--- config.mk ---
export PLATFORM = sky130hd
export DESIGN_NAME = sbus_node
export DESIGN_NICKNAME = d
export VERILOG_FILES = /design/src/rtl/sbus_pkg.sv /design/src/rtl/sbus_fifo.sv /design/src/rtl/sbus_grant_gate.sv /design/src/rtl/sbus_addr_match.sv /design/src/rtl/sbus_node.sv
export SDC_FILE = /design/constraint.sdc
export NUM_CORES = 1
export LEC_CHECK = 0
export CAP_MARGIN = 20
export CELL_PAD_IN_SITES_DETAIL_PLACEMENT = 0
export CELL_PAD_IN_SITES_GLOBAL_PLACEMENT = 1
export CORE_UTILIZATION = 50
export CTS_CLUSTER_SIZE = 28
export DETAILED_ROUTE_END_ITERATION = 7
export PLACE_DENSITY = 0.8
export RECOVER_POWER = 50
export REMOVE_ABC_BUFFERS = 1
export SYNTH_ARGS = -nofsm -noshare
export SYNTH_HDL_FRONTEND = slang
export SYNTH_SLANG_ARGS = --single-unit
--- constraint.sdc ---
create_clock -name clk -period 4.9 [get_ports clk]
set_clock_uncertainty 0.05 [all_clocks]
set_input_delay 0.49 -clock clk [delete_from_list [all_inputs] [get_ports clk]]
set_output_delay 0.49 -clock clk [all_outputs]
set_load 0.01 [all_outputs]
--- src/rtl/sbus_pkg.sv ---
package sbus_pkg;

   // How a port's bus outputs behave while it does not own the slot
   typedef enum logic {
      IDLE_ZERO = 1'b0,   // outputs forced to zero, suits an OR-resolved bus
      IDLE_HOLD = 1'b1    // outputs follow the queue head, suits tri-state cells
   } sbus_idle_e;

   function automatic int sbus_id_width(input int n_dev);
      return (n_dev > 1) ? $clog2(n_dev) : 1;
   endfunction

endpackage

--- src/rtl/sbus_fifo.sv ---
module sbus_fifo #(
   parameter int WIDTH = 8,
   parameter int DEPTH = 4,
   localparam int PTR_W = (DEPTH > 1) ? $clog2(DEPTH) : 1,
   localparam int CNT_W = $clog2(DEPTH + 1)
) (
   input  logic             clk,
   input  logic             rst_n,
   input  logic             push,
   input  logic [WIDTH-1:0] wdata,
   input  logic             pop,
   output logic [WIDTH-1:0] rdata,
   output logic             full,
   output logic             empty
);

   localparam logic [CNT_W-1:0] CNT_MAX  = CNT_W'(DEPTH);
   localparam logic [PTR_W-1:0] PTR_LAST = PTR_W'(DEPTH - 1);
   localparam bit               POW2     = (DEPTH == (1 << PTR_W));

   initial begin
      assert (WIDTH >= 1) else $error("sbus_fifo: WIDTH must be at least 1");
      assert (DEPTH >= 1) else $error("sbus_fifo: DEPTH must be at least 1");
   end

   logic [WIDTH-1:0] mem [DEPTH];
   logic [PTR_W-1:0] wr_ptr, rd_ptr, wr_nxt, rd_nxt;
   logic [CNT_W-1:0] cnt;
   logic             do_push, do_pop;

   assign full    = (cnt == CNT_MAX);
   assign empty   = (cnt == '0);
   assign do_push = push && !full;
   assign do_pop  = pop && !empty;
   assign rdata   = mem[rd_ptr];

   // pointer advance: free wrap for power-of-two depths, explicit wrap otherwise
   generate
      if (POW2) begin : g_wrap_free
         assign wr_nxt = wr_ptr + 1'b1;
         assign rd_nxt = rd_ptr + 1'b1;
      end else begin : g_wrap_cmp
         assign wr_nxt = (wr_ptr == PTR_LAST) ? '0 : wr_ptr + 1'b1;
         assign rd_nxt = (rd_ptr == PTR_LAST) ? '0 : rd_ptr + 1'b1;
      end
   endgenerate

   always_ff @(posedge clk) begin
      if (do_push) mem[wr_ptr] <= wdata;
   end

   always_ff @(posedge clk or negedge rst_n) begin
      if (!rst_n) begin
         wr_ptr <= '0;
         rd_ptr <= '0;
         cnt    <= '0;
      end else begin
         if (do_push) wr_ptr <= wr_nxt;
         if (do_pop)  rd_ptr <= rd_nxt;
         case ({do_push, do_pop})
            2'b10:   cnt <= cnt + 1'b1;
            2'b01:   cnt <= cnt - 1'b1;
            default: cnt <= cnt;
         endcase
      end
   end


   no_overflow_chk: assert property (@(posedge clk) disable iff (!rst_n)
      (full && push && !pop) |=> (full && $stable(wr_ptr)));


   no_underflow_chk: assert property (@(posedge clk) disable iff (!rst_n)
      (empty && pop && !push) |=> (empty && $stable(rd_ptr)));

endmodule

--- src/rtl/sbus_grant_gate.sv ---
module sbus_grant_gate #(
   parameter int NUM_DEV = 4,
   parameter int ID_W    = 2,
   parameter int MY_ID   = 0
) (
   input  logic [ID_W-1:0]    grant_id,
   input  logic               tx_empty,
   input  logic [ID_W-1:0]    head_dest,
   input  logic [NUM_DEV-1:0] peer_full,
   output logic               drive
);

   localparam logic [ID_W-1:0] OWN_ID = ID_W'(MY_ID);

   logic dest_full;
   logic granted;

   // destination full lookup; a sparse ID space treats unused IDs as never full
   generate
      if (NUM_DEV == (1 << ID_W)) begin : g_dense
         assign dest_full = peer_full[head_dest];
      end else begin : g_sparse
         logic [(1 << ID_W)-1:0] full_ext;
         assign full_ext  = {{((1 << ID_W) - NUM_DEV){1'b0}}, peer_full};
         assign dest_full = full_ext[head_dest];
      end
   endgenerate

   assign granted = (grant_id == OWN_ID);
   assign drive   = granted && !tx_empty && !dest_full;

endmodule

--- src/rtl/sbus_addr_match.sv ---
module sbus_addr_match #(
   parameter int ID_W  = 2,
   parameter int MY_ID = 0
) (
   input  logic            bus_valid_in,
   input  logic [ID_W-1:0] bus_dest_in,
   output logic            hit
);

   localparam logic [ID_W-1:0] OWN_ID = ID_W'(MY_ID);

   assign hit = bus_valid_in && (bus_dest_in == OWN_ID);

endmodule

--- src/rtl/sbus_node.sv ---
module sbus_node
   import sbus_pkg::*;
#(
   parameter int         NUM_DEV   = 4,
   parameter int         FLIT_W    = 64,
   parameter int         TX_DEPTH  = 4,
   parameter int         RX_DEPTH  = 4,
   parameter int         MY_ID     = 0,
   parameter sbus_idle_e IDLE_MODE = IDLE_ZERO,
   localparam int        ID_W      = sbus_id_width(NUM_DEV)
) (
   input  logic               clk,
   input  logic               rst_n,
   input  logic               tx_valid,
   input  logic [FLIT_W-1:0]  tx_data,
   input  logic [ID_W-1:0]    tx_dest,
   output logic               tx_ready,
   output logic               rx_valid,
   output logic [FLIT_W-1:0]  rx_data,
   input  logic               rx_ready,
   output logic               rx_full,
   output logic               pending,
   input  logic [ID_W-1:0]    grant_id,
   input  logic [NUM_DEV-1:0] peer_full,
   output logic               bus_drive,
   output logic [FLIT_W-1:0]  bus_data_out,
   output logic [ID_W-1:0]    bus_dest_out,
   input  logic               bus_valid_in,
   input  logic [FLIT_W-1:0]  bus_data_in,
   input  logic [ID_W-1:0]    bus_dest_in
);

   localparam int TX_W = ID_W + FLIT_W;

   initial begin
      assert (NUM_DEV >= 2) else $error("sbus_node: need at least two ports");
      assert (MY_ID >= 0 && MY_ID < NUM_DEV) else $error("sbus_node: MY_ID out of range");
      assert (FLIT_W >= 1) else $error("sbus_node: FLIT_W must be positive");
      assert (TX_DEPTH >= 1 && RX_DEPTH >= 1) else $error("sbus_node: queue depth must be positive");
   end

   // ---------------- transmit side ----------------
   logic [TX_W-1:0]   tx_head;
   logic [FLIT_W-1:0] head_data;
   logic [ID_W-1:0]   head_dest;
   logic              tx_full, tx_empty, drive;

   sbus_fifo #(.WIDTH(TX_W), .DEPTH(TX_DEPTH)) u_txq (
      .clk   (clk),
      .rst_n (rst_n),
      .push  (tx_valid),
      .wdata ({tx_dest, tx_data}),
      .pop   (drive),
      .rdata (tx_head),
      .full  (tx_full),
      .empty (tx_empty)
   );

   assign head_dest = tx_head[TX_W-1:FLIT_W];
   assign head_data = tx_head[FLIT_W-1:0];
   assign tx_ready  = !tx_full;
   assign pending   = !tx_empty;

   sbus_grant_gate #(.NUM_DEV(NUM_DEV), .ID_W(ID_W), .MY_ID(MY_ID)) u_gate (
      .grant_id  (grant_id),
      .tx_empty  (tx_empty),
      .head_dest (head_dest),
      .peer_full (peer_full),
      .drive     (drive)
   );

   assign bus_drive = drive;

   generate
      if (IDLE_MODE == IDLE_ZERO) begin : g_idle_zero
         assign bus_data_out = drive ? head_data : '0;
         assign bus_dest_out = drive ? head_dest : '0;
      end else begin : g_idle_hold
         assign bus_data_out = head_data;
         assign bus_dest_out = head_dest;
      end
   endgenerate

   // ---------------- receive side ----------------
   logic rx_hit, rx_empty;

   sbus_addr_match #(.ID_W(ID_W), .MY_ID(MY_ID)) u_match (
      .bus_valid_in (bus_valid_in),
      .bus_dest_in  (bus_dest_in),
      .hit          (rx_hit)
   );

   sbus_fifo #(.WIDTH(FLIT_W), .DEPTH(RX_DEPTH)) u_rxq (
      .clk   (clk),
      .rst_n (rst_n),
      .push  (rx_hit),
      .wdata (bus_data_in),
      .pop   (rx_ready),
      .rdata (rx_data),
      .full  (rx_full),
      .empty (rx_empty)
   );

   assign rx_valid = !rx_empty;

   // ---------------- assertions ----------------

   pending_after_write_chk: assert property (@(posedge clk) disable iff (!rst_n)
      (tx_valid && tx_ready) |=> pending);


   drive_needs_grant_chk: assert property (@(posedge clk) disable iff (!rst_n)
      bus_drive |-> ((grant_id == ID_W'(MY_ID)) && pending));


   rx_room_chk: assert property (@(posedge clk) disable iff (!rst_n)
      rx_hit |-> !rx_full);


   capture_visible_chk: assert property (@(posedge clk) disable iff (!rst_n)
      rx_hit |=> rx_valid);


   foreign_ignored_chk: assert property (@(posedge clk) disable iff (!rst_n)
      (!rx_hit && !rx_ready && !rx_valid) |=> !rx_valid);

endmodule

==> impl_summary.log, run 1 <==
INFO  metric cts-buffers-inserted = 54
INFO  metric failed_checks = max-capacitance violations, max-slew violations
INFO  metric share_of_async_settable_or_async_resettable_flops_after_synthesis = 2.62%
INFO  metric register_to_register_setup_slack = 1.10 ns
INFO  metric yosysSeqAreaShare = between 70% and 80%
INFO  metric grt_util_met2 = 27.6%
INFO  metric kind_of_launch_point_of_the_worst_setup_path = flip-flop
INFO  metric place.detailed.instances = around 1600
INFO  metric critPathRequiredTime = 4.36 ns
INFO  metric via_count = 9315
INFO  metric min_period = between 4 and 5 ns
INFO  metric fraction_of_met1_tracks_used_by_global_routing = between 20% and 30%
INFO  metric status = finished with violations
INFO  metric post-synth-top-area-cell = edfxtp_1
INFO  metric largest_net_degree_at_the_start_of_global_routing = 67
INFO  metric drt_wl_total = ~38000 um
INFO  metric clock_root_buffer_master = clkbuf_16
INFO  metric antenna_found_initial = 17
INFO  metric yosysTopAreaCellShare = 77.7%
INFO  metric pwr_dens = 541 mW/mm2
INFO  metric peak_ir_drop_on_the_vdd_network = between 0.3 and 0.4 mV
INFO  metric worst_r2r_path_depth = 3
INFO  metric holdCritPathClass = in -> async
INFO  metric grt_util_all_layers = a little under a fifth
INFO  metric synth-edff-count = 520
INFO  metric setup_tns = 0 ns
INFO  metric drt_iter0_markers = between 500 and 600
INFO  metric path_delay_family = multiplexers
INFO  metric die_area = between 0.04 and 0.05 mm2
INFO  metric syn_area_per_cell = around 24 um2
INFO  metric tightestPinTransition = 3.52 ns
INFO  metric ys_dominant_reg_cell = edfxtp_1
INFO  metric worstPathBufferInverterCount = 2
INFO  metric p_leak = about 8.1 nW
INFO  metric endpoint_kind = output port
INFO  metric first_global_vias = 9541
INFO  metric synth.yosys.warnings = 0
INFO  metric clk-insertion-delay-late = between 0.5 and 0.6 ns
INFO  metric finalNonFillerCells = 1721
INFO  metric postRouteAntennaNets = 0
INFO  metric clock_tree.buffer_depth = 3
INFO  metric netlist_area = about 0.020 mm2
INFO  metric most_crowded_layer_gr = met1
INFO  metric cts-htree-levels = 2
INFO  metric floorplan.io_pins = ~280
INFO  metric maxSlewViolCount = approximately 300
INFO  metric cp_data_arrival_time = approximately 4 ns
INFO  metric worst_r2r_src = u_txq.cnt[0]
INFO  metric tritoncts_num_sinks = about 530
INFO  metric worst_setup_path_type = reg -> out
INFO  metric tritoncts_clock_tree = yes
INFO  metric die_y = 202 um
INFO  metric use_met3 = 4.96%
INFO  metric crit_path_max_incr_delay = about 0.80 ns
INFO  metric cpMaxStageDelayCell = dfrtp_4
INFO  metric syn2layout_area_growth = 25.1%
INFO  metric initial_core_util = between 50% and 60%
INFO  metric timing.critical_path.cells = mux4_2 > mux2i_1 > mux2i_1 > nand2b_4 > buf_4 > nor2b_1 > clkdlybuf4s50_1
INFO  metric cts.hold.buffers_added = 0
INFO  metric final_min_period_over_clock_period = 92.1%
INFO  metric drc = 0
INFO  metric fin_nets = approximately 1300
INFO  metric cts_resized = 0
INFO  metric die_width = slightly above 200 um
INFO  metric detail_route.wl_per_cell = 22.1 um
INFO  metric crit-reg2reg-capture = u_txq.mem[1][20]
INFO  metric dpl.hpwl = between 20000 and 25000 um
INFO  metric synth_seq_cells = ~530
INFO  metric post_cts_buffers = 0
INFO  metric grt_remaining_overflow = 0
INFO  metric post_syn_instances = 835
INFO  metric synth.most_common_cell = edfxtp_1
INFO  metric synth_cell_type_count = 27
INFO  metric num_rows = 73
INFO  metric report.final.hold_viol_count = 0
INFO  metric most_used_cell_along_the_critical_path = mux2i_1
INFO  metric ys_top_cells_by_area = edfxtp_1, mux4_2, dfrtp_1
INFO  metric filler_cell_count = 2723
INFO  metric drt_pass1_iterations = 4
INFO  metric place.gp.congestion = approximately 0.7
INFO  metric fin_hold_ws = approximately 0.36 ns
INFO  metric numPortBuffers = ~280
INFO  metric layout-drive-gt1-share = just over 20%
INFO  metric max_freq = ~220 MHz
INFO  metric setup_violations = 0
INFO  metric worst_setup_hold_path_clk_slew = ~0.060 ns
INFO  metric final_core_utilization = 63.4%
INFO  metric drt-vias-per-instance = 5.41
INFO  metric remaining_max_slew_budget_at_the_tightest_pin = -135%
INFO  metric cap_violations = 5
INFO  metric first_pass_grt_wire_length = 57300 um
INFO  metric standard_cell_core_area = between 0.03 and 0.04 mm2
INFO  metric critical_path_maximum_fanout = 55
INFO  metric synth_top_cells_by_count = edfxtp_1, mux4_2, nor2b_1
INFO  metric grt_setup_unrepaired = no
INFO  metric final_cell_area = 0.0251 mm2
INFO  metric dpl-instance-area = between 0.02 and 0.025 mm2
## state kept, by name, indices dropped and copies added (netlist names)
name,count
u_txq.wr_ptr,2
u_rxq.cnt,3
u_txq.mem,264
u_txq.cnt,3
u_rxq.mem,256
u_txq.rd_ptr,2
u_rxq.wr_ptr,2
u_rxq.rd_ptr,2
## worst reg2reg max path: cells and delay by family, from the launching register on
kind | cells | cell delay, ns
buffers and inverters | 1 | 0.08
AND/OR/NAND/NOR | 2 | 2.77
flip-flops | 1 | 0.37
## per-layer routing
metal / part of all wire [%] / vias to the layer above / wire length, um
met3: 7.7 / 78 / 2920
met5: 0.33 / - / 126
met2: 47 / 331 / 17700
met1: 43 / 4785 / 16500
met4: 1.8 / 18 / 685
li1: - / 4103 / -
## through the flow
step                power, mW  setup slack [ns]
finish                   13.6             0.389
global route             14.2            0.0754
global placement         9.92              1.02
floorplan                8.38            -0.478
detailed placement       9.96             0.927
CTS                      13.8             0.276
## final cells by class
class	count	area [um2]	area share, %
flip-flops and latches	534	16000	63.6
multi-input cells	251	3890	15.5
repair buffers	288	2900	11.5
clock buffers	72	1450	5.77
well taps	525	657	2.61
clock inverters	28	185	0.737
inverters	14	52.6	0.209
diodes	9	22.5	0.0896
## worst max path at each step
stage	startpoint	endpoint	slack [ns]	cells after the start
2_1_floorplan	u_txq.rd_ptr[0]	u_txq.cnt[2]	-0.48	11
3_3_place_gp	u_txq.rd_ptr[0]	bus_data_out[4]	1.02	7
3_5_place_dp	u_txq.rd_ptr[0]	bus_data_out[5]	0.93	7
4_1_cts	u_txq.rd_ptr[0]	bus_data_out[8]	0.28	7
5_1_grt	u_txq.rd_ptr[0]	bus_data_out[5]	0.08	7
6_report	u_txq.rd_ptr[0]	bus_data_out[8]	0.39	7
## logic make-up after synthesis
| family | count (synthesis) | share of synthesized area [%] |
|---|---|---|
| flip-flops | 534 | 79.5 |
| multiplexers | 136 | 14.9 |
| AND/OR/NAND/NOR | 89 | 3.05 |
| buffers and inverters | 50 | 1.19 |
| XOR/XNOR | 12 | 0.560 |
| adder cells (fa/ha/maj) | 12 | 0.822 |
| AO/OA/AOI/OAI | 2 | 0.0498 |
## cells in the final DEF, fill, tap and decap left out, types with 2 or more instances in the layout
master           instances
edfxtp_1               520
xor2_1                   5
nor2_1                   2
nor2b_1                 41
nand2_1                  3
clkdlybuf4s50_1        146
or3_1                    2
dfrtp_1                 11
o21ai_0                  2
and3_1                   7
clkbuf_1                17
diode_2                  9
clkinv_1                14
dfrtp_2                  2
xnor2_1                  6
dlygate4sd3_1          131
buf_12                   4
clkbuf_16               55
nor2b_2                 23
inv_1                   14
mux2i_1                  6
mux4_2                 130
ha_1                    10
bufinv_16                2
buf_4                    6
clkinv_2                 9
fa_1                     2
and2_0                   4
and2_2                   2
## where the power goes
| group | internal (mW) | switching (mW) |
|---|---|---|
| combinational | 2.06 | 1.68 |
| sequential | 5.73 | 0.329 |
| clock | 2.18 | 1.61 |
| total | 9.97 | 3.63 |
Power figures use the tool's default switching activity.
==> run 2: changes to the inputs <==
ABC_CLOCK_PERIOD_IN_PS = 4900   (was not set)
CORE_MARGIN = 5   (was not set)
==> run 2 against run 1 <==
First-iteration DRC count decreased by 3.9%. Clock power is 3% lower. Sequential cell count is the same. The flow still finishes with violations (max-capacitance violations, max-slew violations). Via count down 0.18%. Worst hold slack improved by 0.0089 ns. Cell area about the same. Maximum frequency up 7.1%. Clock-buffer cell count up 3. Combinational power increased by 2%. Sequential power down 2%. Final cell count hardly changed. Core utilization fell by 0.099 points.
==> impl_summary.log, run 2 (same netlist as run 1, synthesis figures left out) <==
INFO  metric drt_wl_total = 38800 um (+2.2%)
INFO  metric met3_length = 3460 um (+18%)
INFO  metric die_area = 0.0443 mm2 (+8.1%)
INFO  metric antenna_found_initial = 13 (-4)
INFO  metric grt_remaining_overflow = 0 (unchanged)
INFO  metric drt_iter0_markers = 568 (-3.9%)
INFO  metric via_count = 9298 (-0.18%)
INFO  metric max_freq = 237 MHz (+7.1%)
INFO  metric final_core_utilization = 63.3% (-0.099 points)
INFO  metric worst_setup_hold_path_clk_slew = 0.06 ns (about the same)
INFO  metric detail_route.wl_per_cell = 22.5 um (+2.2%)
INFO  metric largest_register_ffs = 264 (unchanged)
INFO  metric holdCritPathClass = in -> async
INFO  metric initial_core_util = 50.6% (-0.12 points)
INFO  metric status = finished with violations
INFO  metric cp_data_arrival_time = 3.67 ns (-0.30 ns)
INFO  metric fin_nets = 1306 (+0.62%)
INFO  metric syn2layout_area_growth = 25.2% (about the same)
INFO  metric grt_util_all_layers = 17.6% (-1.2 points)
INFO  metric dpl.hpwl = 24100 um (+7.6%)
INFO  metric layout-drive-gt1-share = 21.0% (+0.82 points)
INFO  metric regMostFlops = u_txq.mem
INFO  metric top_layer = met5
INFO  metric place.gp.congestion = 0.700 (-1.8%)
INFO  metric pwr_dens = 534 mW/mm2 (-1.3%)
INFO  metric tritoncts_clock_tree = yes
INFO  metric kind_of_launch_point_of_the_worst_setup_path = flip-flop
INFO  metric die_width = 210 um (+4.0%)
INFO  metric layout_top_registers = u_txq.mem (264), u_rxq.mem (256)
INFO  metric report.final.hold_viol_count = 0 (unchanged)
INFO  metric clk-insertion-delay-late = 0.57 ns (about the same)
INFO  metric p_sw = 3.54 mW (-2.3%)
INFO  metric fin_hold_ws = 0.367 ns (+0.00889 ns)
INFO  metric failed_checks = max-capacitance violations, max-slew violations
INFO  metric p_leak = 8.14 nW (+0.26%)
INFO  metric most_common_cell_after_layout_fill_and_taps_aside = edfxtp_1
INFO  metric tightestPinTransition = 1.60 ns (-1.92 ns)
INFO  metric cts-buffers-inserted = 53 (-1.9%)
INFO  metric grt_setup_unrepaired = no
INFO  metric first_pass_grt_wire_length = 59500 um (+3.8%)
INFO  metric min_period = 4.21 ns (-0.298 ns)
INFO  metric part_of_the_power_in_registers = 44.3% (-0.3 points)
INFO  metric final_critical_path_setup_slack = 0.687 ns (+0.298 ns)
INFO  metric part_of_the_power_in_combinational_logic = 28.4% (+0.9 points)
INFO  metric cap_violations = 2 (-3)
INFO  metric setup_tns = 0 ns (unchanged)
INFO  metric drt_pass1_iterations = 5 (+1)
INFO  metric clock_root_buffer_master = clkbuf_16
INFO  metric layout_common_cells = edfxtp_1, clkdlybuf4s50_1, dlygate4sd3_1
INFO  metric critical_path_maximum_fanout = 67 (+22%)
INFO  metric postRouteAntennaNets = 0 (unchanged)
INFO  metric cts_resized = 0 (unchanged)
INFO  metric met1Wirelength = 16400 um (-0.38%)
INFO  metric post_cts_buffers = 0 (unchanged)
INFO  metric peak_ir_drop_on_the_vdd_network = 0.421 mV (+12%)
INFO  metric remaining_max_slew_budget_at_the_tightest_pin = -6.76% (+130 points)
INFO  metric power.internal = 9.89 mW (-0.80%)
INFO  metric worst_setup_path_type = reg -> out
INFO  metric standard_cell_core_area = 0.0397 mm2 (+0.23%)
INFO  metric finalNonFillerCells = 1722 (+0.058%)
INFO  metric die_y = 210 um (+4.0%)
INFO  metric largest_net_degree_at_the_start_of_global_routing = 68 (+1.5%)
INFO  metric filler_cell_count = 2705 (-0.66%)
INFO  metric cts-htree-levels = 2 (unchanged)
INFO  metric cts.hold.buffers_added = 0 (unchanged)
INFO  metric first_global_vias = 9812 (+2.8%)
INFO  metric place.detailed.instances = 1621 (+0.56%)
INFO  metric power_frac_clock = 27.3% (-0.6 points)
INFO  metric endpoint_kind = output port
INFO  metric final_min_period_over_clock_period = 86.0% (-6.1 points)
INFO  metric num_rows = 73 (unchanged)
INFO  metric clock_tree.buffer_depth = 3 (unchanged)
INFO  metric power_switching_share = 26.4% (-0.29 points)
INFO  metric maxSlewViolCount = 62 (-79%)
INFO  metric drt-vias-per-instance = 5.40 (-0.24%)
INFO  metric floorplan.io_pins = 278 (unchanged)
INFO  metric dp_slack = 1.21 ns (+0.280 ns)
INFO  metric critPathRequiredTime = 4.36 ns (about the same)
INFO  metric setup_violations = 0 (unchanged)
INFO  metric detailroute.wirelength.met2 = 18200 um (+2.9%)
INFO  metric tritoncts_num_sinks = 534 (unchanged)
INFO  metric drc = 0 (unchanged)
INFO  metric numPortBuffers = 277 (unchanged)
run 2: changes by cell type in the layout (fill, tap and decap cells not counted), sizes merged:
cell    before  now
inv         16   15
clkbuf      73   76
buf         10   19
bufinv       2    1
clkinv      23   14
run 2: final timing paths:
check,startpoint,endpoint,slack (ns),depth (start not counted)
min in group clk,u_rxq.cnt[2],u_rxq.cnt[2],0.43,1
max reg2reg,u_txq.rd_ptr[0],u_txq.cnt[2],1.52,11
min,rst_n,u_txq.cnt[1],0.37,1
min reg2reg,u_rxq.cnt[2],u_rxq.cnt[2],0.43,1
max in group asynchronous,rst_n,u_rxq.rd_ptr[0],3.91,1
max,u_txq.rd_ptr[0],bus_data_out[6],0.69,6
run 2: metal layers:
layer / vias to the layer above / GRT usage, %
met5: - / 0
li1: 4099 / -
met1: 4780 / 25.4
met4: 12 / 4.69
met2: 350 / 26.6
met3: 57 / 5.55
run 2: power by group through the flow:
| stage | clock network (mW) | registers, mW | logic [mW] |
|---|---|---|---|
| after detailed placement | 0 | 6.06 | 3.92 |
| after global routing | 3.97 | 6.02 | 4.09 |
| after global placement | 0 | 6.03 | 3.91 |
| final | 3.67 | 5.96 | 3.81 |
| after floorplan | 0 | 6.28 | 2.10 |
| after CTS | 3.76 | 5.97 | 3.94 |
run 2: layout make-up:
class                   count  area [um2]  area share, %
flip-flops and latches    534       16000           63.5
multi-input cells         251        3890           15.5
repair buffers            297        2970           11.8
clock buffers              75        1470           5.85
well taps                 525         657           2.61
clock inverters            17         108          0.428
inverters                  14        52.6          0.209
diodes                      9        22.5         0.0895
run 2: through the flow:
step / area [um2] / power, mW
finish: 25200 / 13.4
floorplan: 19900 / 8.38
CTS: 25100 / 13.7
global route: 25100 / 14.1
detailed placement: 23600 / 9.98
global placement: 23600 / 9.94
run 2: worst max-delay path: stages, from the launching register on:
cell             delay [ns]
dfrtp_4                0.53
mux4_2                 0.57
mux2i_1                0.21
mux2i_1                0.12
nand2b_4               0.59
nor2b_1                0.41
clkdlybuf4s50_1        0.60
==> run 3: changes to the inputs <==
ABC_AREA = 1   (was not set)
DONT_BUFFER_PORTS = 1   (was not set)
PLACE_DENSITY = 0.74   (was 0.8)
SKIP_LAST_GASP = 1   (was not set)
==> run 3 against run 2 <==
The run still ends with max-capacitance violations, max-slew violations left. Synthesized area grew 2.8%. Sequential power barely moved. Clock-buffer cell count is 9 lower. Sequential cell count stayed put. Cell area fell by 4.3%. Critical endpoint is now bus_data_out[47]. Largest cell class unchanged.
==> impl_summary.log, run 3 <==
INFO  metric status = finished with violations
INFO  metric tritoncts_num_sinks = 534 (unchanged)
INFO  metric critPathRequiredTime = 4.36 ns (about the same)
INFO  metric postRouteAntennaNets = 0 (unchanged)
INFO  metric fin_nets = 1782 (+36%)
INFO  metric yosysSeqAreaShare = 77.3% (-2.2 points)
INFO  metric die_width = 213 um (+1.3%)
INFO  metric standard_cell_core_area = 0.0408 mm2 (+2.8%)
INFO  metric filler_cell_count = 3165 (+17%)
INFO  metric die_area = 0.0455 mm2 (+2.7%)
INFO  metric synth.yosys.warnings = 0 (unchanged)
INFO  metric worst_setup_path_type = reg -> out
INFO  metric most_common_cell_after_layout_fill_and_taps_aside = edfxtp_1
INFO  metric fin_hold_ws = 0.148 ns (-0.219 ns)
INFO  metric syn_area_per_cell = 13.7 um2 (-43%)
INFO  metric clock_root_buffer_master = clkbuf_16
INFO  metric critical_path_maximum_fanout = 76 (+13%)
INFO  metric cp_data_arrival_time = 3.44 ns (-0.23 ns)
INFO  metric drt_wl_total = 43800 um (+13%)
INFO  metric holdCritPathClass = in -> reg
INFO  metric cts-htree-levels = 2 (unchanged)
INFO  metric via_count = 12000 (+29%)
INFO  metric post-synth-top-area-cell = edfxtp_1
INFO  metric layout_top_registers = u_txq.mem (264), u_rxq.mem (256)
INFO  metric layout-drive-gt1-share = 7.02% (-14 points)
INFO  metric syn2layout_area_growth = 16.6%
INFO  metric cts-buffers-inserted = 52 (-1.9%)
INFO  metric kind_of_launch_point_of_the_worst_setup_path = flip-flop
INFO  metric num_rows = 74 (+1.4%)
INFO  metric share_of_async_settable_or_async_resettable_flops_after_synthesis = 2.62% (unchanged)
INFO  metric first_global_vias = 11900 (+21%)
INFO  metric synth_top_cells_by_count = edfxtp_1, nor2_1, o21ai_0
INFO  metric post_cts_buffers = 0 (unchanged)
INFO  metric failed_checks = max-capacitance violations, max-slew violations
INFO  metric drt_iter0_markers = 728 (+28%)
INFO  metric worst_setup_hold_path_clk_slew = 0.06 ns (about the same)
INFO  metric power.total = 13.5 mW (+0.24%)
INFO  metric maxSlewViolCount = 72 (+16%)
INFO  metric die_y = 213 um (+1.3%)
INFO  metric largest_register_ffs = 264 (unchanged)
INFO  metric grt_remaining_overflow = 0 (unchanged)
INFO  metric drt_pass1_iterations = 5 (unchanged)
INFO  metric p_leak = 8.17 nW (+0.33%)
INFO  metric antenna_found_initial = 4 (-9)
INFO  metric yosysTopAreaCellShare = 75.6% (-2.1 points)
INFO  metric layout_common_cells = edfxtp_1, nor2_1, o21ai_0
INFO  metric final_min_period_over_clock_period = 81.3% (-4.7 points)
INFO  metric ys_top_cells_by_area = edfxtp_1, o21ai_0, nor2_1
INFO  metric first_pass_grt_wire_length = 66900 um (+12%)
INFO  metric place.gp.congestion = 0.713 (+1.8%)
INFO  metric cts_resized = 0 (unchanged)
INFO  metric clk-insertion-delay-late = 0.58 ns (about the same)
INFO  metric grt_util_all_layers = 18.9% (+1.3 points)
INFO  metric floorplan.io_pins = 278 (unchanged)
INFO  metric dp_slack = 1.44 ns (+0.235 ns)
INFO  metric max_freq = 251 MHz (+5.7%)
INFO  metric regMostFlops = u_txq.mem
INFO  metric pwr_dens = 559 mW/mm2 (+4.7%)
INFO  metric grt_setup_unrepaired = no
INFO  metric final_critical_path_setup_slack = 0.916 ns (+0.229 ns)
INFO  metric drt-vias-per-instance = 5.44 (+0.70%)
INFO  metric min_period = 3.98 ns (-0.229 ns)
INFO  metric drc = 0 (unchanged)
INFO  metric report.final.hold_viol_count = 0 (unchanged)
INFO  metric tritoncts_clock_tree = yes
INFO  metric peak_ir_drop_on_the_vdd_network = 0.329 mV (-22%)
INFO  metric tightestPinTransition = 2.56 ns (+0.959 ns)
INFO  metric synth_seq_cells = 534 (unchanged)
INFO  metric synth-edff-count = 520 (unchanged)
INFO  metric synth_cell_type_count = 27 (unchanged)
INFO  metric finalNonFillerCells = 2201 (+28%)
INFO  metric initial_core_util = 50.6% (about the same)
INFO  metric ys_dominant_reg_cell = edfxtp_1
INFO  metric numPortBuffers = 0 (-100%)
INFO  metric post_syn_instances = 1513 (+81%)
INFO  metric clock_tree.buffer_depth = 3 (unchanged)
INFO  metric synth.most_common_cell = edfxtp_1
INFO  metric remaining_max_slew_budget_at_the_tightest_pin = -71.3% (-65 points)
INFO  metric largest_net_degree_at_the_start_of_global_routing = 105 (+54%)
INFO  metric setup_violations = 0 (unchanged)
INFO  metric endpoint_kind = output port
INFO  metric final_core_utilization = 59.0% (-4.3 points)
INFO  metric detail_route.wl_per_cell = 19.9 um (-12%)
INFO  metric register_to_register_setup_slack = 0.98 ns (-0.54 ns)
INFO  metric cts.hold.buffers_added = 131 (+131)
INFO  metric cap_violations = 3 (+1)
INFO  metric place.detailed.instances = 1974 (+22%)
INFO  metric netlist_area = 0.0207 mm2 (+2.8%)
INFO  metric dpl.hpwl = 25000 um (+3.9%)
[run 3: metal layers]
| metal | wire length, um | global-route usage [%] | part of all wire [%] | vias up |
|---|---|---|---|---|
| met4 | 935 | 5.44 | 2.1 | 2 |
| met2 | 21600 | 31.9 | 49 | 373 |
| met5 | 13 | 0 | 0.030 | - |
| li1 | - | - | - | 5717 |
| met1 | 17900 | 24.8 | 41 | 5805 |
| met3 | 3380 | 4.38 | 7.7 | 70 |
[run 3: worst paths after layout]
kind / startpoint / endpoint / cells after the start
worst max register to register: u_txq.cnt[0] / u_txq.mem[2][11] / 5
min in group asynchronous: rst_n / u_txq.cnt[1] / 1
worst min register to register: u_rxq.cnt[0] / u_rxq.cnt[0] / 1
worst min-delay path: grant_id[0] / u_txq.rd_ptr[1] / 3
max in group asynchronous: rst_n / u_txq.rd_ptr[0] / 1
worst max-delay path: u_txq.rd_ptr[0] / bus_data_out[47] / 9
[run 3: metrics by stage]
stage	setup TNS, ns	cell area [um2]
floorplan	-81.25	20300
global placement	0	21200
detailed placement	0	21200
CTS	0	24100
global route	0	24100
finish	0	24100
[run 3: cells by family (layout without fill, tap and decap cells)]
kind of cell    Yosys count  in the layout  synth area share [%]
flops                   534            534                  77.3
compound gates          392            392                  10.3
buf+inv                 188            341                  3.72
simple gates            378            378                  7.55
other cells               0              3                     0
fa+ha+maj                12             12                 0.799
xor+xnor                  9              9                 0.382
[run 3: critical path, stage by stage, from the launching register on]
cell and delay (ns):
dfrtp_4 0.91, inv_4 0.27, nand2_2 0.15, nand3_4 0.10, nand2_4 0.14, nand2_1 0.05, nand3_1 0.10, nand3_4 0.33
buf_4 0.44, nor2_1 0.30
[run 3: area by class of cell]
| class | count | area (um2) | share of cell area (%) |
|---|---|---|---|
| clock buffers | 66 | 1380 | 5.71 |
| multi-input cells | 791 | 3960 | 16.5 |
| repair buffers | 152 | 1510 | 6.26 |
| inverters | 96 | 364 | 1.51 |
| flip-flops and latches | 534 | 16000 | 66.3 |
| well taps | 532 | 666 | 2.76 |
| diodes | 3 | 7.51 | 0.0312 |
| clock inverters | 27 | 224 | 0.930 |
[run 3: power by group]
group          switching, mW  leakage [nW]  internal, mW
clock network           1.56         0.777          2.18
registers              0.298          4.89          5.68
logic                   2.74          2.51          1.01
total                   4.60          8.17          8.87
